--- src/rtl/dlink_pkg.sv ---
package dlink_pkg;

    typedef enum logic [2:0] {
        ST_RST1    = 3'd0,
        ST_SWITCH  = 3'd1,
        ST_RST2    = 3'd2,
        ST_IDREAD  = 3'd3,
        ST_SELECT  = 3'd4,
        ST_PWRREQ  = 3'd5,
        ST_PWRPOLL = 3'd6,
        ST_CSWCFG  = 3'd7
    } step_e;

    typedef enum logic [2:0] {
        EC_NONE    = 3'd0,
        EC_IDMISS  = 3'd1,
        EC_FAULT   = 3'd2,
        EC_WAITLIM = 3'd3,
        EC_POLLTO  = 3'd4,
        EC_PROTO   = 3'd5
    } ecode_e;

    localparam logic [2:0] ACK_OK    = 3'b001;
    localparam logic [2:0] ACK_WAIT  = 3'b010;
    localparam logic [2:0] ACK_FAULT = 3'b100;

    // header byte, bit 7 leaves first: start, port, read, A2, A3, parity, stop, park
    function automatic logic [7:0] make_hdr(input logic port, input logic rd,
                                            input logic [1:0] a);
        logic par;
        par = port ^ rd ^ a[0] ^ a[1];
        return {1'b1, port, rd, a[0], a[1], par, 1'b0, 1'b1};
    endfunction

endpackage

--- src/rtl/dlink_step_cmd.sv ---
module dlink_step_cmd
    import dlink_pkg::*;
#(
    parameter int          RAW_W      = 64,
    parameter int          RESET_LEN  = 50,
    parameter int          IDLE_LEN   = 2,
    parameter logic [15:0] SWITCH_SEQ = 16'hE79E,
    parameter logic [31:0] PWR_WORD   = 32'h5000_0000,
    parameter logic [31:0] CSW_WORD   = 32'h2300_0052,
    localparam int         LEN_W      = $clog2(RAW_W + 1)
) (
    input  step_e              step,
    output logic               is_raw,
    output logic [RAW_W-1:0]   raw_bits,
    output logic [LEN_W-1:0]   raw_len,
    output logic [7:0]         hdr,
    output logic [31:0]        wdata
);
    localparam int SW_LEN = 16;

    logic [RAW_W-1:0] rst_mask;
    logic [RAW_W-1:0] sw_bits;

    // constant line-reset pattern: high for RESET_LEN bits, low after
    for (genvar i = 0; i < RAW_W; i++) begin : g_mask
        assign rst_mask[i] = (i < RESET_LEN);
    end
    assign sw_bits = {{(RAW_W-SW_LEN){1'b0}}, SWITCH_SEQ};

    always_comb begin
        is_raw   = 1'b0;
        raw_bits = rst_mask;
        raw_len  = LEN_W'(RESET_LEN + IDLE_LEN);
        hdr      = 8'h00;
        wdata    = 32'h0;
        case (step)
            ST_RST1, ST_RST2: is_raw = 1'b1;
            ST_SWITCH: begin
                is_raw   = 1'b1;
                raw_bits = sw_bits;
                raw_len  = LEN_W'(SW_LEN);
            end
            ST_IDREAD:  hdr = make_hdr(1'b0, 1'b1, 2'd0);
            ST_SELECT:  hdr = make_hdr(1'b0, 1'b0, 2'd2);
            ST_PWRREQ: begin
                hdr   = make_hdr(1'b0, 1'b0, 2'd1);
                wdata = PWR_WORD;
            end
            ST_PWRPOLL: hdr = make_hdr(1'b0, 1'b1, 2'd1);
            ST_CSWCFG: begin
                hdr   = make_hdr(1'b1, 1'b0, 2'd0);
                wdata = CSW_WORD;
            end
            default: is_raw = 1'b0;
        endcase
    end

endmodule

--- src/rtl/dlink_resp_eval.sv ---
module dlink_resp_eval
    import dlink_pkg::*;
#(
    parameter logic [31:0] EXPECT_ID = 32'h2BA0_1477,
    parameter logic [31:0] PWR_MASK  = 32'hA000_0000
) (
    input  logic [2:0]  ack,
    input  logic [31:0] rdata,
    output logic        ack_ok,
    output logic        ack_wait,
    output logic        ack_fault,
    output logic        ack_bad,
    output logic        id_ok,
    output logic        pwr_ok
);
    always_comb begin
        ack_ok    = (ack == ACK_OK);
        ack_wait  = (ack == ACK_WAIT);
        ack_fault = (ack == ACK_FAULT);
        ack_bad   = !(ack_ok || ack_wait || ack_fault);
        id_ok     = (rdata == EXPECT_ID);
        pwr_ok    = ((rdata & PWR_MASK) == PWR_MASK);
    end

endmodule

--- src/rtl/dlink_init_seq.sv ---
module dlink_init_seq
    import dlink_pkg::*;
#(
    parameter int          RAW_W       = 64,
    parameter int          RESET_LEN   = 50,
    parameter int          IDLE_LEN    = 2,
    parameter int          POLL_W      = 16,
    parameter int          WAIT_LIMIT  = 4,
    parameter int          PROTO_LIMIT = 3,
    parameter logic [31:0] EXPECT_ID   = 32'h2BA0_1477,
    localparam int         LEN_W       = $clog2(RAW_W + 1),
    localparam int         WAIT_W      = $clog2(WAIT_LIMIT + 1),
    localparam int         PERR_W      = $clog2(PROTO_LIMIT + 1)
) (
    input  logic              clk,
    input  logic              rst_n,
    input  logic              start,
    input  logic [POLL_W-1:0] poll_limit,
    output logic              raw_req,
    output logic [RAW_W-1:0]  raw_bits,
    output logic [LEN_W-1:0]  raw_len,
    input  logic              raw_done,
    output logic              txn_req,
    output logic [7:0]        txn_hdr,
    output logic [31:0]       txn_wdata,
    input  logic              txn_done,
    input  logic [2:0]        txn_ack,
    input  logic [31:0]       txn_rdata,
    output logic              busy,
    output logic              done,
    output logic              err,
    output logic [2:0]        err_code,
    output logic [2:0]        err_step
);
    typedef struct packed {
        logic              run;
        logic              await;
        logic              done;
        logic              err;
        ecode_e            code;
        step_e             estep;
        step_e             step;
        logic [WAIT_W-1:0] wcnt;
        logic [POLL_W-1:0] pcnt;
        logic [PERR_W-1:0] ecnt;
    } seq_s;

    seq_s q, d;

    logic        is_raw;
    logic        ack_ok, ack_wait, ack_fault, ack_bad, id_ok, pwr_ok;
    logic [POLL_W:0] poll_next;
    logic        poll_over;

    dlink_step_cmd #(
        .RAW_W     (RAW_W),
        .RESET_LEN (RESET_LEN),
        .IDLE_LEN  (IDLE_LEN)
    ) i_cmd (
        .step     (q.step),
        .is_raw   (is_raw),
        .raw_bits (raw_bits),
        .raw_len  (raw_len),
        .hdr      (txn_hdr),
        .wdata    (txn_wdata)
    );

    dlink_resp_eval #(
        .EXPECT_ID (EXPECT_ID)
    ) i_eval (
        .ack       (txn_ack),
        .rdata     (txn_rdata),
        .ack_ok    (ack_ok),
        .ack_wait  (ack_wait),
        .ack_fault (ack_fault),
        .ack_bad   (ack_bad),
        .id_ok     (id_ok),
        .pwr_ok    (pwr_ok)
    );

    assign poll_next = {1'b0, q.pcnt} + 1'b1;
    assign poll_over = (poll_next >= {1'b0, poll_limit});

    always_comb begin
        logic   fail;
        ecode_e fcode;
        d     = q;
        fail  = 1'b0;
        fcode = EC_NONE;
        if (start && !q.run) begin
            d      = '0;
            d.run  = 1'b1;
            d.step = ST_RST1;
        end else if (q.run) begin
            if (!q.await) begin
                d.await = 1'b1;
            end else if (is_raw && raw_done) begin
                d.await = 1'b0;
                d.step  = step_e'(q.step + 3'd1);
            end else if (!is_raw && txn_done) begin
                d.await = 1'b0;
                if (ack_ok) begin
                    d.wcnt = '0;
                    case (q.step)
                        ST_IDREAD: begin
                            if (id_ok) d.step = ST_SELECT;
                            else begin fail = 1'b1; fcode = EC_IDMISS; end
                        end
                        ST_PWRPOLL: begin
                            if (pwr_ok) d.step = ST_CSWCFG;
                            else if (poll_over) begin fail = 1'b1; fcode = EC_POLLTO; end
                            else d.pcnt = q.pcnt + 1'b1;
                        end
                        ST_CSWCFG: begin
                            d.run  = 1'b0;
                            d.done = 1'b1;
                        end
                        default: d.step = step_e'(q.step + 3'd1);
                    endcase
                end else if (ack_wait) begin
                    if (q.wcnt == WAIT_W'(WAIT_LIMIT)) begin
                        fail = 1'b1; fcode = EC_WAITLIM;
                    end else begin
                        d.wcnt = q.wcnt + 1'b1;
                    end
                end else if (ack_fault) begin
                    fail = 1'b1; fcode = EC_FAULT;
                end else if (ack_bad) begin
                    if (q.ecnt == PERR_W'(PROTO_LIMIT)) begin
                        fail = 1'b1; fcode = EC_PROTO;
                    end else begin
                        d.ecnt = q.ecnt + 1'b1;
                        d.step = ST_RST1;
                        d.wcnt = '0;
                        d.pcnt = '0;
                    end
                end
            end
        end
        if (fail) begin
            d.run   = 1'b0;
            d.err   = 1'b1;
            d.code  = fcode;
            d.estep = q.step;
        end
    end

    always_ff @(posedge clk or negedge rst_n) begin
        if (!rst_n) q <= '0;
        else        q <= d;
    end

    assign raw_req  = q.run && !q.await && is_raw;
    assign txn_req  = q.run && !q.await && !is_raw;
    assign busy     = q.run;
    assign done     = q.done;
    assign err      = q.err;
    assign err_code = q.code;
    assign err_step = q.estep;

endmodule

--- config.mk ---
export PLATFORM = sky130hd
export DESIGN_NAME = dlink_init_seq
export DESIGN_NICKNAME = d
export VERILOG_FILES = /design/src/rtl/dlink_pkg.sv /design/src/rtl/dlink_step_cmd.sv /design/src/rtl/dlink_resp_eval.sv /design/src/rtl/dlink_init_seq.sv
export SDC_FILE = /design/constraint.sdc
export NUM_CORES = 1
export LEC_CHECK = 0
export BUFFER_PORTS_ARGS = -buffer_cell sky130_fd_sc_hd__buf_2
export CORE_ASPECT_RATIO = 0.8
export CORE_MARGIN = 2
export CORE_UTILIZATION = 52
export CTS_CLUSTER_SIZE = 20
export DETAILED_ROUTE_END_ITERATION = 10
export GPL_TIMING_DRIVEN = 0
export PLACE_DENSITY = 0.88
export SETUP_SLACK_MARGIN = 0.02
export SLEW_MARGIN = 30
export SYNTH_ARGS = -nofsm -noshare
export SYNTH_HDL_FRONTEND = slang
export SYNTH_HIERARCHICAL = 1
export SYNTH_SLANG_ARGS = --single-unit
export TNS_END_PERCENT = 10
--- constraint.sdc ---
create_clock -name clk -period 7.71 [get_ports clk]
set_input_delay 1.542 -clock clk [delete_from_list [all_inputs] [get_ports clk]]
set_output_delay 1.542 -clock clk [all_outputs]
set_load 0.005 [all_outputs]
==> flow_summary.json <==
{
  "outcome": "finished clean",
  "rr_endpoint": "q[5]",
  "diodes": 0,
  "cts_sinks": 34,
  "relSlewSlack": 0.450,
  "place_congestion": 0.902,
  "die-width_um": 100,
  "timing.hold.ws_ns": 0.487,
  "grt_max_degree": 42,
  "die_area_um2": 8160,
  "die_y_um": 81.2,
  "synth_warnings": 6,
  "grt_pass1_vias": 3035,
  "ant_nets": 0,
  "path_clk_slew_ns": 0.07,
  "switching_share": 0.347,
  "critPathCaptureType": "primary output",
  "final_cell_mix": "buf_2 (129), buf_4 (110), conb_1 (55)",
  "stdcell_count": 728,
  "critPathArrivalTime_ns": 2.07,
  "start_util": 0.529,
  "portBuffers": 122,
  "drt-total-wl_mm": 9.14,
  "switchingPower_mw": 0.353,
  "area_growth_pct": 26.6,
  "post_drt_wl_per_cell_um": 12.6,
  "cts.hold.buffers_added": 0,
  "final_common_cell": "buf_2",
  "final.fill_count": 600,
  "hold_class": "reg -> reg",
  "synth_edf_count": 0,
  "fin_crit_sh": 0.468,
  "ir_drop_mv": 0.117,
  "hold_start": "err",
  "holdPathEnd": "err",
  "ys_types": 68,
  "path_max_fanout": 41,
  "dp_hpwl_mm": 7.21,
  "h-tree-depth": 2,
  "period_minus_slack_ns": 3.61,
  "pwr-share-seq": 0.242,
  "syn_area_per_cell_um2": 8.51,
  "rsz0062_at_grt": "no",
  "multi_input_area_um2": 2200,
  "drt_iter0_drc": 318,
  "io_pins": 178,
  "clk_path_buf_depth": 2,
  "seq_area_frac_synth": 0.220,
  "start_kind": "flip-flop",
  "ys.flop_type": "dfrtp_1",
  "ys_ff_latch": 34,
  "r2r_cells": 13,
  "dp_cells": 720,
  "holdPathStages": 1,
  "max_cap_viol_count": 0,
  "regArea_um2": 851,
  "slew_viol_final": 0,
  "cts_inserted_buffers": 5,
  "setup-tns-final_ns": 0,
  "gr-total-overflow": 0,
  "clock_latency_ns": 0.30,
  "r2r_slack_ns": 4.41,
  "comb_power_share": 0.597,
  "num_vias": 3705,
  "max_freq_ghz": 0.277,
  "setup-violations-final": 0,
  "power.density_nw_per_um2": 207,
  "layout.nets": 717,
  "crit_required_ns": 6.17,
  "grt_pass1_wl_mm": 14.2,
  "syn_area_um2": 3870,
  "syn_inst": 455,
  "viasPerCell": 5.09,
  "r2r_start": "q[2]",
  "cts_tree": "yes",
  "power.leakage_nw": 2.71,
  "clkPwrFrac": 0.161,
  "hold_viol": 0,
  "postCtsResizedCells": 0,
  "critical_path_class": "reg -> out",
  "cts_root_buf": "clkbuf_8",
  "worstMarginPinSlew_ns": 0.823,
  "ys_async_sr_fraction": 1.00,
  "drc": 0,
  "internal_power_mw": 0.663,
  "dr.pass1.iters": 6,
  "postCtsSetupBuffers": 0,
  "core_area_um2": 7320,
  "grt_use_total": 0.214,
  "num_rows": 28,
  "antenna_found_initial": 0,
  "final_layout_size_suffix_gt1_frac": 0.453,
  "fin_worst_skew_ns": 0.0125
}
[worst max-delay path, stage by stage (launching register included)]
cell and delay, ns:
dfrtp_1 0.44, buf_6 0.15, inv_2 0.04, or3_2 0.77, buf_4 0.25, buf_2 0.12
[cells by family (layout without fill, tap and decap cells)]
| kind of cell | after synthesis | in the layout | synth area share |
|---|---|---|---|
| compound gates | 74 | 74 | 0.158 |
| xor+xnor | 18 | 18 | 0.0407 |
| fa+ha+maj | 24 | 24 | 0.0775 |
| buf+inv | 150 | 280 | 0.265 |
| flops | 34 | 34 | 0.220 |
| mux | 7 | 7 | 0.0187 |
| other cells | 2 | 55 | 0.00194 |
| simple gates | 146 | 146 | 0.218 |
[Yosys cell counts (all sizes together) (3+ instances only)]
cell type    n  area share
nor4         8       0.018
mux2i        5       0.013
inv         26       0.025
o211ai      11       0.033
nor4bb       3      0.0078
nor3b        6       0.012
and3         7       0.013
nand2       40       0.039
o311ai       6       0.014
a211oi       3      0.0097
o22ai        3      0.0048
and2         5      0.0081
ha          24       0.078
nand4       12       0.019
nand3       21       0.033
nor3        10       0.013
xnor2        7       0.016
buf        122        0.24
a21oi        9       0.014
o21ai       19       0.029
nor2b        4      0.0065
a31oi        4      0.0065
nand2b       3      0.0048
a32oi        6       0.014
nor2        18       0.022
dfrtp       34        0.22
xor2        11       0.025
[metal layers]
| layer | vias to the layer above | part of all wire | GRT usage |
|---|---|---|---|
| met5 | - | 0 | 0 |
| li1 | 1796 | - | - |
| met2 | 228 | 0.48 | 0.353 |
| met1 | 1657 | 0.41 | 0.281 |
| met4 | 0 | 0.018 | 0.0699 |
| met3 | 24 | 0.096 | 0.0456 |
[power by group through the flow]
stage / registers, mW / clock network (mW) / logic, mW
after floorplan: 0.240 / 0 / 0.411
after CTS: 0.246 / 0.165 / 0.609
after global placement: 0.246 / 0 / 0.590
after detailed placement: 0.249 / 0 / 0.607
after global routing: 0.251 / 0.173 / 0.676
final: 0.246 / 0.164 / 0.606
[area by class of cell]
class | count | share of cell area
Sequential cell | 34 | 0.174
Inverter | 26 | 0.0199
Timing Repair Buffer | 122 | 0.125
Buffer | 124 | 0.189
Clock inverter | 1 | 0.00613
Tap cell | 90 | 0.0230
Multi-Input combinational cell | 324 | 0.448
Clock buffer | 7 | 0.0156
[worst max-delay path by stage]
stage / from / endpoint / slack [ns] / cells past startpoint
5_1_grt: q[21] / raw_bits[6] / 4.00 / 5
2_1_floorplan: txn_rdata[3] / q[21] / 4.38 / 9
4_1_cts: q[21] / raw_bits[38] / 4.09 / 5
3_5_place_dp: txn_rdata[3] / q[21] / 4.05 / 10
3_3_place_gp: txn_rdata[3] / q[22] / 4.11 / 10
6_report: q[21] / raw_bits[38] / 4.10 / 5
[per-stage QoR]
step	util	setup WS [ns]	instance area (um^2)	power [mW]
final	0.670	4.10	4900	1.02
after global routing	0.670	4.00	4900	1.10
after CTS	0.670	4.09	4900	1.02
after detailed placement	0.655	4.05	4800	0.855
after global placement	0.655	4.11	4790	0.837
after floorplan	-	4.38	4070	0.651
[registers in the layout, indices dropped and copies added, names as in the netlist]
name and flops:
busy 1, done 1, err 1, err_code 3
err_step 3, q 25
No activity file was read; power rests on OpenSTA's default activity.
